## config.mk

```make
export PLATFORM = sky130hd
export DESIGN_NAME = serial_rx_core
export DESIGN_NICKNAME = d
export VERILOG_FILES = /design/src/rtl/serial_rx_pkg.sv /design/src/rtl/serial_rx_ctrl.sv /design/src/rtl/serial_rx_dpath.sv /design/src/rtl/serial_rx_core.sv
export SDC_FILE = /design/constraint.sdc
export NUM_CORES = 1
export LEC_CHECK = 0
export ABC_CLOCK_PERIOD_IN_PS = 9200
export BUFFER_PORTS_ARGS = -buffer_cell sky130_fd_sc_hd__buf_2
export CAP_MARGIN = 30
export CORE_MARGIN = 3
export CORE_UTILIZATION = 40
export CTS_CLUSTER_DIAMETER = 80
export DETAILED_ROUTE_END_ITERATION = 8
export PLACE_DENSITY_LB_ADDON = 0.2
export SYNTH_ARGS = -nofsm -noshare
export SYNTH_HDL_FRONTEND = slang
export SYNTH_HIERARCHICAL = 1
export SYNTH_SLANG_ARGS = --single-unit
```

## constraint.sdc

```tcl
create_clock -name clk -period 9.2 [get_ports clk]
set_input_delay 0.92 -clock clk [delete_from_list [all_inputs] [get_ports clk]]
set_output_delay 0.92 -clock clk [all_outputs]
set_load 0.01 [all_outputs]
```

## src/rtl/serial_rx_pkg.sv

```systemverilog
package serial_rx_pkg;
  localparam int MAX_BITS = 8;
  localparam int POS_W = $clog2(MAX_BITS);

  typedef enum logic [2:0] {
    ST_HUNT, ST_START, ST_DATA, ST_PAR, ST_STOP, ST_WAITHI
  } rxState_e;

  // Strobes from the control machine to the datapath
  typedef struct packed {
    logic             clear;
    logic             takeData;
    logic [POS_W-1:0] bitPos;
    logic             takePar;
    logic             finish;
  } rxStrobe_t;

  typedef struct packed {
    logic                brk;
    logic                frm;
    logic                par;
    logic [MAX_BITS-1:0] data;
  } rxEntry_t;
endpackage

```

## src/rtl/serial_rx_ctrl.sv

```systemverilog
module serial_rx_ctrl
  import serial_rx_pkg::*;
#(
  parameter int OVERSAMPLE  = 16,
  parameter int SYNC_STAGES = 2
) (
  input  logic      clk,
  input  logic      rstN,
  input  logic      tick,
  input  logic      serialIn,
  input  logic [1:0] charLen,
  input  logic      parityEn,
  output logic      rxS,
  output rxStrobe_t strobe
);
  localparam int CNT_W = $clog2(OVERSAMPLE);
  localparam logic [CNT_W-1:0] MID  = CNT_W'(OVERSAMPLE / 2 - 1);
  localparam logic [CNT_W-1:0] LAST = CNT_W'(OVERSAMPLE - 1);

  logic [SYNC_STAGES-1:0] syncQ;
  rxState_e state;
  logic [CNT_W-1:0] tickCnt;
  logic [POS_W-1:0] bitCnt;
  logic atEnd, lastBit;

  always_ff @(posedge clk or negedge rstN) begin
    if (!rstN) syncQ <= '1;
    else       syncQ <= {syncQ[SYNC_STAGES-2:0], serialIn};
  end
  assign rxS = syncQ[SYNC_STAGES-1];

  assign atEnd   = tick && (tickCnt == LAST);
  assign lastBit = (bitCnt == (POS_W'(charLen) + POS_W'(4)));

  always_comb begin
    strobe          = '0;
    strobe.bitPos   = bitCnt;
    strobe.clear    = (state == ST_HUNT) && tick && !rxS;
    strobe.takeData = (state == ST_DATA) && atEnd;
    strobe.takePar  = (state == ST_PAR)  && atEnd;
    strobe.finish   = (state == ST_STOP) && atEnd;
  end

  always_ff @(posedge clk or negedge rstN) begin
    if (!rstN) begin
      state   <= ST_HUNT;
      tickCnt <= '0;
      bitCnt  <= '0;
    end else if (tick) begin
      case (state)
        ST_HUNT: if (!rxS) begin
          state   <= ST_START;
          tickCnt <= CNT_W'(1);
        end
        ST_START: begin
          if (tickCnt == MID) begin
            state   <= rxS ? ST_HUNT : ST_DATA;
            tickCnt <= '0;
            bitCnt  <= '0;
          end else tickCnt <= tickCnt + CNT_W'(1);
        end
        ST_DATA: begin
          if (tickCnt == LAST) begin
            tickCnt <= '0;
            bitCnt  <= bitCnt + POS_W'(1);
            if (lastBit) state <= parityEn ? ST_PAR : ST_STOP;
          end else tickCnt <= tickCnt + CNT_W'(1);
        end
        ST_PAR: begin
          if (tickCnt == LAST) begin
            tickCnt <= '0;
            state   <= ST_STOP;
          end else tickCnt <= tickCnt + CNT_W'(1);
        end
        ST_STOP: begin
          if (tickCnt == LAST) begin
            tickCnt <= '0;
            state   <= rxS ? ST_HUNT : ST_WAITHI;
          end else tickCnt <= tickCnt + CNT_W'(1);
        end
        ST_WAITHI: if (rxS) state <= ST_HUNT;
        default: state <= ST_HUNT;
      endcase
    end
  end
endmodule

```

## src/rtl/serial_rx_dpath.sv

```systemverilog
module serial_rx_dpath
  import serial_rx_pkg::*;
#(
  parameter int DEPTH = 16,
  parameter int CW    = $clog2(DEPTH + 1)
) (
  input  logic                clk,
  input  logic                rstN,
  input  logic                rxS,
  input  rxStrobe_t           strobe,
  input  logic                parityEn,
  input  logic                parityOdd,
  input  logic                rdStrobe,
  output logic [MAX_BITS-1:0] rdData,
  output logic [2:0]          rdErr,
  output logic [CW-1:0]       fifoCount,
  output logic                fifoErr,
  output logic                overrun
);
  localparam int AW = $clog2(DEPTH);

  logic [MAX_BITS-1:0] shReg;
  logic parBit;
  rxEntry_t newEntry, headEntry, outEntry;
  rxEntry_t mem [DEPTH];
  logic [AW-1:0] wrPtr, rdPtr;
  logic [CW-1:0] errCnt;
  logic isFull, doPush, doPop, newBad, headBad;

  always_ff @(posedge clk or negedge rstN) begin
    if (!rstN) begin
      shReg  <= '0;
      parBit <= 1'b0;
    end else if (strobe.clear) begin
      shReg  <= '0;
      parBit <= 1'b0;
    end else begin
      if (strobe.takeData) shReg[strobe.bitPos] <= rxS;
      if (strobe.takePar)  parBit <= rxS;
    end
  end

  always_comb begin
    newEntry.frm  = !rxS;
    newEntry.brk  = !rxS && (shReg == '0) && !parBit;
    newEntry.par  = parityEn && !newEntry.brk && ((^shReg) ^ parBit ^ parityOdd);
    newEntry.data = shReg;
  end

  assign headEntry = mem[rdPtr];
  assign isFull  = (fifoCount == CW'(DEPTH));
  assign doPush  = strobe.finish && !isFull;
  assign doPop   = rdStrobe && (fifoCount != '0);
  assign newBad  = newEntry.brk || newEntry.frm || newEntry.par;
  assign headBad = headEntry.brk || headEntry.frm || headEntry.par;

  always_ff @(posedge clk) begin
    if (doPush) mem[wrPtr] <= newEntry;
  end

  always_ff @(posedge clk or negedge rstN) begin
    if (!rstN) begin
      wrPtr     <= '0;
      rdPtr     <= '0;
      fifoCount <= '0;
      errCnt    <= '0;
      outEntry  <= '0;
      overrun   <= 1'b0;
    end else begin
      overrun <= strobe.finish && isFull;
      if (doPush) wrPtr <= wrPtr + AW'(1);
      if (doPop) begin
        rdPtr    <= rdPtr + AW'(1);
        outEntry <= headEntry;
      end
      case ({doPush, doPop})
        2'b10:   fifoCount <= fifoCount + CW'(1);
        2'b01:   fifoCount <= fifoCount - CW'(1);
        default: fifoCount <= fifoCount;
      endcase
      case ({doPush && newBad, doPop && headBad})
        2'b10:   errCnt <= errCnt + CW'(1);
        2'b01:   errCnt <= errCnt - CW'(1);
        default: errCnt <= errCnt;
      endcase
    end
  end

  assign rdData  = outEntry.data;
  assign rdErr   = {outEntry.brk, outEntry.frm, outEntry.par};
  assign fifoErr = (errCnt != '0);
endmodule

```

## src/rtl/serial_rx_core.sv

```systemverilog
module serial_rx_core
  import serial_rx_pkg::*;
#(
  parameter int OVERSAMPLE  = 16,
  parameter int FIFO_DEPTH  = 16,
  parameter int SYNC_STAGES = 2
) (
  input  logic       clk,
  input  logic       rstN,
  input  logic       tick16,
  input  logic       serialIn,
  input  logic [1:0] charLen,
  input  logic       parityEn,
  input  logic       parityOdd,
  input  logic       rdStrobe,
  output logic [7:0] rdData,
  output logic [2:0] rdErr,
  output logic       dataReady,
  output logic       fifoErr,
  output logic       overrun
);
  localparam int CNT_W = $clog2(FIFO_DEPTH + 1);

  rxStrobe_t strobe;
  logic rxS;
  logic [CNT_W-1:0] fifoCount;

  serial_rx_ctrl #(.OVERSAMPLE(OVERSAMPLE), .SYNC_STAGES(SYNC_STAGES)) ctrl_i (
    .clk(clk), .rstN(rstN), .tick(tick16), .serialIn(serialIn),
    .charLen(charLen), .parityEn(parityEn), .rxS(rxS), .strobe(strobe)
  );

  serial_rx_dpath #(.DEPTH(FIFO_DEPTH), .CW(CNT_W)) dpath_i (
    .clk(clk), .rstN(rstN), .rxS(rxS), .strobe(strobe),
    .parityEn(parityEn), .parityOdd(parityOdd), .rdStrobe(rdStrobe),
    .rdData(rdData), .rdErr(rdErr), .fifoCount(fifoCount),
    .fifoErr(fifoErr), .overrun(overrun)
  );

  assign dataReady = (fifoCount != '0);
endmodule

```

==> results of run 1 <==
sequential cells by signal (all words and copies together), names as in the netlist:
register and flops:
dpath_i/mem 176, dpath_i/rdData 8, dpath_i/shReg 8, dpath_i/errCnt 5, dpath_i/fifoCount 5, ctrl_i/tickCnt 4
dpath_i/rdPtr 4, dpath_i/wrPtr 4, ctrl_i/bitCnt 3, ctrl_i/state 3, dpath_i/rdErr 3, ctrl_i/syncQ 2
dpath_i/overrun 1, dpath_i/parBit 1
cells by family after synthesis:
| group | share of synthesized area [%] |
|---|---|
| and+or+nand+nor | 7.38 |
| DFF | 67.6 |
| xor gates and xnor gates | 1.89 |
| AOI/OAI and AO/OA | 2.87 |
| adders and majority gates | 2.86 |
| buffers and inverters | 2.63 |
| muxes | 14.8 |
routing by layer:
metal | routed length (um) | up-vias | GRT usage [%]
met5 | 0 | - | 0
met4 | 238 | 0 | 3.26
met3 | 598 | 20 | 1.99
met2 | 9340 | 76 | 25.0
met1 | 8780 | 2573 | 20.7
li1 | - | 2325 | -
worst paths after layout:
path                                                 end  slack [ns]  depth (start not counted)
max                        dpath_i/errCnt[4]$_DFFE_PN0P_        5.37                         12
min                            ctrl_i/syncQ[1]$_DFF_PN1_        0.36                          0
max reg2reg                dpath_i/errCnt[4]$_DFFE_PN0P_        5.37                         12
min reg2reg                    ctrl_i/syncQ[1]$_DFF_PN1_        0.36                          0
max in group asynchronous   dpath_i/rdPtr[0]$_DFFE_PN0P_        8.11                          2
min in group asynchronous   dpath_i/shReg[1]$_DFFE_PN0P_        0.53                          2
final cells by class:
type	instances	area (um2)
clock buffers	30	623
clock inverters	14	154
fillers	2059	12700
inverters	22	82.6
multi-input cells	304	2890
flip-flops and latches	227	6570
well taps	319	399
repair buffers	45	290
cell usage after synthesis (3+ instances only):
cell type / n / area [um2]
nand4_1: 4 / 25.0
xnor2_1: 15 / 131
mux2i_1: 9 / 90.1
mux4_2: 24 / 541
nor3b_1: 5 / 37.5
buf_4: 4 / 30.0
o21ai_1: 3 / 15.0
a21oi_1: 10 / 50.1
clkbuf_1: 4 / 15.0
inv_1: 21 / 78.8
nor4_1: 4 / 25.0
buf_1: 3 / 11.3
nand2_1: 59 / 221
nor2_1: 34 / 128
nand2b_1: 6 / 37.5
dfrtp_1: 49 / 1230
o21ai_0: 20 / 100
buf_2: 8 / 40.0
nand3_1: 4 / 20.0
a21o_1: 4 / 30.0
nor2b_1: 4 / 25.0
ha_1: 19 / 238
and3_1: 7 / 43.8
nor3_1: 9 / 45.0
edfxtp_1: 176 / 5290
mux4_1: 28 / 736
buf_6: 5 / 56.3
mux2_2: 5 / 56.3
xor2_1: 6 / 52.6
power groups by stage:
| stage | Sequential (uW) | Combinational [uW] | Clock (uW) |
|---|---|---|---|
| final | 1260 | 744 | 941 |
| after global routing | 1280 | 831 | 1010 |
| after CTS | 1260 | 756 | 971 |
| after detailed placement | 1290 | 755 | 0 |
| after floorplan | 1260 | 618 | 0 |
| after global placement | 1280 | 740 | 0 |
per-stage QoR:
step                      power, uW  hold WS, ns  setup slack, ns  cell area [um2]
final                          2950        0.361             5.37            11000
after global routing           3120        0.368             5.08            11000
after CTS                      2990        0.361             5.34            11000
after detailed placement       2040        0.352             5.36            10200
after global placement         2020        0.347             5.43            10200
after floorplan                1880        0.345             5.57             9710
worst register-to-register path: stages (launching register included):
cell	delay, ns
dfrtp_2	0.34
buf_4	0.66
mux4_1	0.66
mux2_2	0.28
o21ai_0	0.24
a31oi_1	0.16
ha_1	0.28
ha_1	0.33
nor2b_1	0.14
o21ai_0	0.20
a21oi_1	0.10
nor3_1	0.22
xor2_1	0.16
==> results.txt, run 1 <==
Total power divided by cell area: 268 nW/um2. In this run the standard cell core region covers 23,700 um2. Design internal power: 2100 uW. Leaving out fill and tap cells, the most frequent cell in the layout is edfxtp_1. Summed over all layers, the routed wires come to 19,000 um. The cell leakage power is 0.00392 uW, and the delay of the slowest cell on the worst path is 0.66 ns. In this run, placement finished with an instance count of 917. The kind of cell adding the most delay to the critical path is multiplexers.

The number of nets produced by synthesis was 608. The cell sitting at the root of the clock tree is a clkbuf_16. In the layout the commonest cells are edfxtp_1, nand2_1, dfrtp_1. The tool flagged a number of max-cap violations equal to 0.

Compared with the post-synthesis result, the final layout area differs by 13.3%. The first global-routing pass estimated 30,000 um of wire. The final hold violation count is 0. In this run the deepest clock path goes through 3 buffers. For this run, the register share of the synthesized area comes to 67.6%.

The number of buffers and inverters on the critical path was 1; the global router's overall resource usage was 14.8%. Sequential cells burn 42.9% of the power. For this run, the share of the core covered by cells in the final layout is 46.5%.

The critical path in this run is classified as reg -> reg. The die is 162 um wide. The cell area after synthesis came out at 9710 um2. The path class of the tightest hold or removal check is reg -> reg.

The final critical-path required period is 3.83 ns, and the clock network fraction of total power is 31.9%. The cell with the largest stage delay on the worst path is buf_4. Endpoint kind of the worst setup timing path: a flop.

Per report_power, the combinational group accounts for 25.2% of the total. The tools report the number of antenna violations at the first check in global routing as 0. The final worst-path cycle share was 41.6%; the number of clock buffers inserted by TritonCTS was 24. At the pin with the least slew margin, the transition time is 0.838 ns. Entering global routing, the biggest net connects 52 pins. The setup TNS is 0 ns, and the fmax is 0.261 GHz. The congestion estimate from routability-driven global placement came to 0.720. After synthesis, the share of flip-flops with an asynchronous set or reset is 22.5%. The tools report the total number of placement rows as 56. Averaged over all synthesized cells, the footprint is 16.8 um2. The later pin in the worst-skew pair is clocked with a latency of 0.50 ns. The share of total power consumed by net switching is 28.7%. The number of global-route vias before repair is 5,154, and the number of H-tree levels is 1. After legalization and detailed placement, the total HPWL measured 12,000 um. Setup repair after global routing left no endpoint under its margin. Headroom to the max-slew limit came out at 44.2%. The primary flip-flop cell chosen by synthesis mapping is edfxtp_1.

The final-stage net count was 654. The initial utilization of the core area, before any placement, comes to 41.0%. The run finished with clean final reports.

0 antenna diodes ended up in the layout. Buffers added to address setup during post-CTS repair amount to 0. In this run, post-CTS repair resized a total of 0 instances.

In the synthesized netlist, the number of instances is 578. After clock tree synthesis, the clock-pin slew on the worst setup and hold paths is 0.06 ns. The run gives 0 as the number of pins exceeding their max-slew limit in the final report. The routed wire length per instance came out at 19.7 um. The post-layout instance count excluding filler cells came out at 961.

TritonCTS built the clock tree. The area of the die was 26,200 um2; the switching power total was 846 uW. In this run, synthesis produced a sequential element count of 227. The run gives 227 as the number of clock sinks. For this block, the initial DRC count from the detailed router was 338. Before antenna repair, the detailed router went through 4 iterations. The worst setup path is launched from a flop. The worst-case IR drop observed on VDD is 156 uV. 23 I/O pins were placed. For the number of DRC violations after detailed routing, the log shows 0. The worst register-to-register path begins at dpath_i/rdPtr[0]$_DFFE_PN0P_. After detailed routing, the number of vias per cell comes to 5.20. Counting flops with a built-in enable in the synthesized netlist gives 176.

Data on the critical path arrives at its endpoint at 4.26 ns. Chip height: 162 um. The startpoint of the tightest hold check path was ctrl_i/syncQ[0]$_DFF_PN1_. The logs give 54 for the number of different library cells in the post-synthesis netlist and 0 for the final antenna-violating net count.

The run gives 0 as the count of endpoints failing setup in the final report. Hold repair after CTS inserted 0 buffers. After global routing the overflow that remains totals 0.

On the final layout, the worst clock skew is 0.00736 ns. The count of vias placed by the detailed router was 4,994; the fraction of layout cells with a size suffix above 1 was 17.8%. The beginning of the critical path was dpath_i/rdPtr[0]$_DFFE_PN0P_.

The critical path goes through buf_4 > mux4_1 > mux2_2 > o21ai_0 > a31oi_1 > ha_1 > ha_1 > nor2b_1 > o21ai_0 > a21oi_1 > nor3_1 > xor2_1. Along the worst path, the maximum fanout reaches 47. The number of port buffers is 22, and the count of warnings emitted by yosys is 6. The worst endpoint required time was 9.63 ns.
Note: power is estimated with default switching activity, not from simulation.
==> run 2: changes to the inputs <==
--- a/config.mk
+++ b/config.mk
@@ -5,7 +5,7 @@
 export SDC_FILE = /design/constraint.sdc
 export NUM_CORES = 1
 export LEC_CHECK = 0
-export ABC_CLOCK_PERIOD_IN_PS = 9200
+export ABC_CLOCK_PERIOD_IN_PS = 3500
 export BUFFER_PORTS_ARGS = -buffer_cell sky130_fd_sc_hd__buf_2
 export CAP_MARGIN = 30
 export CORE_MARGIN = 3
==> constraint.sdc (replaced) <==
create_clock -name clk -period 3.5 [get_ports clk]
set_input_delay 0.35 -clock clk [delete_from_list [all_inputs] [get_ports clk]]
set_output_delay 0.35 -clock clk [all_outputs]
set_load 0.01 [all_outputs]
==> results.txt, run 2 (synthesized netlist as in run 1, its figures left out) <==
The run finished with clean final reports. The endpoint kind of the worst setup timing path is a flop. The total power divided by cell area is 719 nW/um2 (+170%), and the count of placed standard cells including taps is 937 (+2.2%). The residual overflow from global routing is 0 (unchanged), and the relative area change from synthesis to final layout is 16.4%. The logs give 44.5% (+0.37 points) for the worst max-slew margin expressed relative to the limit and 41.0% (unchanged) for the initial standard-cell utilization of the core. The run gives 15.3% (+0.52 points) as the global router's overall resource usage.

The final worst-path cycle share works out to 91.2% (+50 points). The flip-flop count of the largest register after layout was 176 (unchanged). The worst setup path is launched from a flop. The area of the die is 26,200 um2 (unchanged). The type of the worst min-delay path is in -> reg. The run gives 0.313 GHz (+20%) as the fmax.

The chip height was 162 um (unchanged); the largest voltage drop on the vdd net was 487 uV (+210%). The tools report the global-route wire length before repair as 31,000 um (+3.3%). The clock-pin slew of the registers on the worst-case setup and hold paths was 0.06 ns (about the same); the share of total power consumed by net switching was 28.5% (-0.15 points).

The horizontal die dimension is 162 um (unchanged), and the detailed-placement wirelength estimate is 12,700 um (+6.3%). The routed wire length per instance was 19.8 um (+0.55%); the worst endpoint required time was 3.95 ns (-5.68 ns). The tools report the design internal power as 5810 uW (+180%).

The largest buffer count on any clock path is 3 (unchanged), and the length in cells of the worst reg-to-reg path is 12 (unchanged). The final critical-path required period came out at 3.19 ns (-0.637 ns). Setup repair after global routing left no endpoint under its margin. The tools report the clock network fraction of total power as 33.9% (+2.0 points). The number of port buffers was 22 (unchanged); the count of maximum capacitance violations was 0 (unchanged). The switching power total was 2320 uW (+170%).

The number of cells traversed by the worst hold path was 3 (+3). The number of pins exceeding their max-slew limit in the final report is 0 (unchanged), and the number of H-tree levels is 1 (unchanged). The tools report the number of global-route vias before repair as 5,350 (+3.8%). The logs give 0 (unchanged) for the final antenna-violating net count and 0.792 (+10%) for the placer's final routability congestion estimate. The post-layout instance count excluding filler cells is 990 (+3.0%). The run gives 35 (-33%) as the largest net degree at the start of global routing.

TritonCTS built the clock tree. Leaving out fill and tap cells, the most frequent cell in the layout is edfxtp_1. The I/O pin count is 23 (unchanged). The logs give 25.1% (about the same) for the combinational cell fraction of total power and 271 (-20%) for the number of DRC markers after the initial detailed-route iteration. The run gives 56 (unchanged) as the total number of placement rows.

The number of DRC violations after detailed routing is 0 (unchanged). The sequential share of power came out at 41.0% (-1.9 points). The tools report the buffer cell driving the clock tree root as clkbuf_16. Count of vias placed by the detailed router: 5,152 (+3.2%).

The fraction of layout cells with a size suffix above 1 came out at 21.6% (+3.9 points). The data arrival time of the critical path is 3.64 ns (-0.62 ns), and the maximum net fanout on the critical path is 8 (-83%). The run gives 0 ns (unchanged) as the setup TNS. The cell leakage power came out at 0.00406 uW (+3.7%). Counting flops per register, the top entry is dpath_i/mem.

The number of antenna violations at the first check in global routing came out at 0 (unchanged). The run gives 26 (+8.3%) as the number of clock buffers inserted by TritonCTS. The reg2reg setup slack is 0.31 ns (-5.06 ns), and the clock latency on the worst-skew pair is 0.52 ns (+0.02 ns). The core region area was 23,700 um2 (unchanged). The total detailed-routing wirelength is 19,600 um (+3.6%), and the setup clock skew after layout is 0.0104 ns (+0.00305 ns). The count of endpoints failing setup in the final report was 0 (unchanged).

Leaving out fill and tap cells, the most frequent cells in the layout are edfxtp_1, nand2_1, dfrtp_1. The run gives 0 (unchanged) as the antenna diode count. The via density per instance works out to 5.20 (+0.14%). The critical path in this run is classified as reg -> reg. Transition time at the pin with the least slew margin: 0.832 ns (-0.00553 ns). The tools report the final-stage net count as 681 (+4.1%). The final hold violation count came out at 0 (unchanged).

For the number of clock sinks, the log shows 227 (unchanged). The tools report the length of the first detailed-routing pass in iterations as 4 (unchanged). The post-route core utilization came out at 47.7% (+1.3 points).
## run 2: power groups by stage
| stage | registers (uW) | logic, uW | clock network (uW) |
|---|---|---|---|
| global route | 3360 | 2270 | 2930 |
| finish | 3330 | 2040 | 2750 |
| detailed placement | 3390 | 2030 | 0 |
| CTS | 3340 | 2040 | 2820 |
| floorplan | 3320 | 1620 | 0 |
| global placement | 3380 | 1960 | 0 |
## run 2: layout make-up
cell class              count  area, um2
fillers                  2084      12400
flip-flops and latches    227       6570
multi-input cells         304       2900
clock buffers              33        687
repair buffers             70        475
well taps                 319        399
clock inverters            15        198
inverters                  22       82.6
## run 2: stage by stage
| step | worst slack [ns] | power (uW) | instance area, um2 | hold slack (ns) |
|---|---|---|---|---|
| 3_3_place_gp | 0.272 | 5340 | 10400 | 0.349 |
| 5_1_grt | 0.0515 | 8560 | 11300 | 0.216 |
| 2_1_floorplan | 0.215 | 4940 | 9720 | 0.0544 |
| 4_1_cts | 0.210 | 8200 | 11300 | 0.196 |
| 6_report | 0.309 | 8120 | 11300 | 0.220 |
| 3_5_place_dp | 0.198 | 5430 | 10400 | 0.348 |
## run 2: critical path: stages, from the launching register on
cell and delay, ns:
dfrtp_2 0.45, buf_4 0.21, mux4_2 0.50, mux2_2 0.26, o21ai_0 0.20, a31oi_1 0.12
ha_1 0.26, ha_1 0.32, nor2b_1 0.14, o21ai_0 0.19, a21oi_1 0.10, nor3_1 0.21
xor2_1 0.15
## run 2: final timing paths
path                                                   start                            end
worst max-delay path            dpath_i/rdPtr[0]$_DFFE_PN0P_  dpath_i/errCnt[4]$_DFFE_PN0P_
worst min-delay path                                  tick16    ctrl_i/state[1]$_DFFE_PN0P_
worst max register to register  dpath_i/rdPtr[0]$_DFFE_PN0P_  dpath_i/errCnt[4]$_DFFE_PN0P_
worst min register to register     ctrl_i/syncQ[0]$_DFF_PN1_      ctrl_i/syncQ[1]$_DFF_PN1_
max in group asynchronous                               rstN      ctrl_i/syncQ[1]$_DFF_PN1_
min in group asynchronous                               rstN  dpath_i/rdData[4]$_DFFE_PN0P_
## run 2: routing by layer
layer / vias to the layer above / wire length [um] / global-route usage [%]
met4: 0 / 284 / 3.10
met1: 2641 / 8900 / 21.6
met3: 22 / 921 / 2.35
met2: 108 / 9530 / 25.6
li1: 2381 / - / -
met5: - / 0 / 0
## run 2: repair_timing
item / CTS / global route
hold buffers: 2 / 0
buffers inserted: 0 / 3
hold endpoints to repair: 26 / 0
gates resized for setup: 0 / 0
setup endpoints to repair: 0 / 1
==> run 3: changes to the inputs <==
--- a/config.mk
+++ b/config.mk
@@ -15,5 +15,4 @@
 export PLACE_DENSITY_LB_ADDON = 0.2
 export SYNTH_ARGS = -nofsm -noshare
 export SYNTH_HDL_FRONTEND = slang
-export SYNTH_HIERARCHICAL = 1
 export SYNTH_SLANG_ARGS = --single-unit
==> results.txt, run 3 <==
The run finished with clean final reports. The tools report the area of the die as 26,000 um2 (-0.65%). The type of the worst min-delay path was in -> reg. The tools report the number of nets produced by synthesis as 612 (+0.66%). The run gives 54 (unchanged) as the number of different library cells in the post-synthesis netlist. The beginning of the critical path is dpath_i.rdPtr[0]$_DFFE_PN0P_. Flip-flop count of the largest register after layout: 176 (unchanged). The total met2 wirelength after detailed routing was 10,200 um (+7.3%); the worst max-slew margin expressed relative to the limit was 45.0% (+0.46 points). The logs give 3 (unchanged) for the largest buffer count on any clock path and 4 (unchanged) for the length of the first detailed-routing pass in iterations.

The clock-pin slew of the registers on the worst-case setup and hold paths works out to 0.06 ns (about the same). The share of the synthesized area in the top cell type is 54.8% (+0.37 points), and the post-route core utilization is 47.9% (+0.15 points). Delay of the slowest cell on the worst path: 0.52 ns (+0.02 ns). The number of pins exceeding their max-slew limit in the final report is 0 (unchanged), and the global router's overall resource usage is 16.0% (+0.68 points). The average instance area after synthesis is 16.6 um2 (-1.4%). By startpoint and endpoint, the worst setup path is classified as reg -> reg. For the post-route cell area, the log shows 11,300 um2 (about the same). The cell leakage power is 0.00402 uW (-1.1%), and the horizontal die dimension is 161 um (-0.32%). The via density per instance was 5.19 (-0.29%); the total power divided by cell area was 718 nW/um2 (about the same).

The dominant cell by count in the synthesized netlist is edfxtp_1. The tools report the total detailed-routing wirelength as 20,200 um (+2.8%). The logs give 0 (unchanged) for the count of endpoints failing setup in the final report and 1 (unchanged) for the number of H-tree levels. Setup repair after global routing left no endpoint under its margin. The number of flops mapped to enable cells by yosys was 176 (unchanged). Leaving out fill and tap cells, the most frequent cells in the layout are edfxtp_1, nand2_1, mux4_2. The tools report the cell area after synthesis as 9650 um2 (-0.67%).

The global-route wire length before repair was 31,900 um (+2.8%); the setup clock skew after layout was 0.0145 ns (+0.00404 ns). I/O pin count: 23 (unchanged). The uppermost signal routing layer after detailed routing is met4. The total power after layout was 8120 uW (about the same). The run gives 0.51 ns (about the same) as the clock latency on the worst-skew pair. The post-detailed-placement cell area was 10,400 um2 (about the same). The critical path goes through buf_4 > mux4_2 > mux2_2 > a21oi_1 > a31oi_1 > ha_1 > ha_1 > nor2b_1 > o21ai_0 > a21oi_1 > nor3_1 > xor2_1. The number of antenna violations at the first check in global routing was 0 (unchanged). The total number of placement rows came out at 56 (unchanged).

The run gives 0 (unchanged) as the antenna diode count. The tools report the count of maximum capacitance violations as 0 (unchanged). More flip-flops sit in one register than any other, and that register is dpath_i.mem. The number of clock sinks was 227 (unchanged); the number of DRC violations after detailed routing was 0 (unchanged).

The run gives 8850 um (-0.56%) as the routed length on met1. The count of warnings emitted by yosys came out at 0 (-6). Cell with the largest stage delay on the worst path: dfrtp_4. The number of clock buffers inserted by TritonCTS is 25 (-3.8%).

The worst setup path is captured at a flop. The reg2reg setup slack is 0.25 ns (-0.05 ns). The share of synthesized area occupied by flip-flops and latches is 68.1% (+0.46 points). Sorting the synthesized cells by area gives the leading types as edfxtp_1, dfrtp_1, mux4_2. The library cell used most frequently in the layout, excluding fill and tap cells, is edfxtp_1.

The primary flip-flop cell chosen by synthesis mapping was edfxtp_1. The chip height is 161 um (-0.32%). For the filler cell count, the log shows 2,037 (-2.3%). The tools report the fmax as 0.308 GHz (-1.7%).

The run gives 0.254 ns (-0.0547 ns) as the setup slack after layout. The tools report the critical path launch point type as a flop. The largest voltage drop on the vdd net is 387 uV (-21%).

The count of vias placed by the detailed router is 5,132 (-0.39%). The number of port buffers was 22 (unchanged). The routed wire length per instance works out to 20.4 um (+2.9%).

The logs give 5,505 (+2.9%) for the number of global-route vias before repair and 3.69 ns (+0.05 ns) for the data arrival time of the critical path. The tools report the core region area as 23,600 um2 (-0.30%). Of all cell types, the one taking the most synthesized area is edfxtp_1.

The initial standard-cell utilization of the core was 40.8% (-0.15 points). Buffer cell driving the clock tree root: clkbuf_16. Async set-or-reset flop fraction in the synthesized netlist: 22.5% (unchanged). The final-stage net count is 682 (+0.15%), and the final critical-path required period is 3.25 ns (+0.0547 ns).

The placer's final routability congestion estimate is 0.757 (-4.3%). In this run the critical register-to-register path is launched from dpath_i.rdPtr[0]$_DFFE_PN0P_. The detailed-routed wire length on met3 is 757 um (-18%). Following the worst setup path forward leads to its endpoint at dpath_i.errCnt[4]$_DFFE_PN0P_. TritonCTS built the clock tree. The fraction of layout cells with a size suffix above 1 was 28.1% (+6.5 points). The relative area change from synthesis to final layout works out to 17.2%. The tools report the residual overflow from global routing as 0 (unchanged). The commonest cells after synthesis are edfxtp_1, nand2_1, mux4_2.

Maximum net fanout on the critical path: 9 (+1). Gate count after technology mapping: 582 (+0.69%). The largest net degree at the start of global routing was 35 (unchanged). The post-synthesis register bit count was 227 (unchanged). The minimum setup slack after placement came out at 0.136 ns (-0.0621 ns). The run gives 3.94 ns (about the same) as the worst endpoint required time. In this run the critical register-to-register path is captured at dpath_i.errCnt[4]$_DFFE_PN0P_. The transition time at the pin with the least slew margin was 0.825 ns (-0.00693 ns); the setup TNS was 0 ns (unchanged).

The run gives 13,000 um (+1.8%) as the detailed-placement wirelength estimate. The length in cells of the worst reg-to-reg path works out to 12 (unchanged). The final hold violation count is 0 (unchanged). The final worst-path cycle share came out at 92.7% (+1.6 points). The startpoint identified for the worst hold timing path is tick16. The logs give 0 (unchanged) for the final antenna-violating net count and 258 (-4.8%) for the number of DRC markers after the initial detailed-route iteration.
-- run 3: changes by cell type after synthesis, moves of 4 or more --
cell      previous run  this run
nor3b_1              5         1
nand3b_1             1         5
a31oi_1              1         5
mux4_2              24        52
nand2b_1             6         2
and2_1               1         8
clkbuf_1             4        11
nor2_1              34        14
mux4_1              28         0
-- run 3: worst min path at each step --
stage	endpoint	cells past startpoint	slack [ns]
finish	dpath_i.parBit$_DFFE_PN0P_	2	0.17
global route	dpath_i.parBit$_DFFE_PN0P_	2	0.16
CTS	dpath_i.parBit$_DFFE_PN0P_	2	0.14
detailed placement	ctrl_i.syncQ[1]$_DFF_PN1_	0	0.35
global placement	ctrl_i.syncQ[1]$_DFF_PN1_	0	0.35
floorplan	ctrl_i.bitCnt[0]$_DFFE_PN0P_	0	0.05
-- run 3: cell families (layout without fill, tap and decap cells) --
group,Yosys count,count (layout),share of synthesized area (%)
AOI/OAI and AO/OA,56,56,3.59
xor gates and xnor gates,24,24,2.18
adders and majority gates,21,21,2.88
buffers and inverters,57,145,2.69
DFF,227,227,68.1
muxes,68,68,13.9
and+or+nand+nor,129,129,6.75
-- run 3: through the flow --
step,hold WS [ns],cells
final,0.172,989
after floorplan,0.0544,582
after global routing,0.162,989
after global placement,0.353,939
after CTS,0.143,986
after detailed placement,0.353,939
-- run 3: report_power, final --
part	leakage (uW)	internal (uW)	switching, uW
Clock	0.000427	1750	1030
Sequential	0.00220	3070	235
Combinational	0.00139	1030	1000
Total	0.00402	5850	2270
-- run 3: layout make-up --
type                            count  area (um2)  area share, %
Inverter                           26        97.6          0.863
Tap cell                          319         399           3.53
Multi-Input combinational cell    298        2850           25.2
Clock inverter                     19         253           2.24
Sequential cell                   227        6570           58.1
Timing Repair Buffer               74         505           4.47
Clock buffer                       26         629           5.57
-- run 3: layer usage --
metal	GRT usage, %	up-vias
met5	0	-
met3	2.28	32
met1	21.5	2642
li1	-	2369
met2	27.9	89
met4	3.68	0
-- run 3: what timing repair did --
action	4_1_cts	5_1_grt
gates resized for setup	0	2
endpoints found under the setup margin	0	1
buffers inserted	0	3
hold buffers	2	0
endpoints found under the hold margin	30	0
-- run 3: critical path: cells and delay by family (launching register included) --
family / cells / cell delay [ns]
flops: 1 / 0.52
fa+ha+maj: 2 / 0.59
buf+inv: 1 / 0.16
xor+xnor: 1 / 0.16
simple gates: 2 / 0.37
compound gates: 4 / 0.61
mux: 2 / 0.76
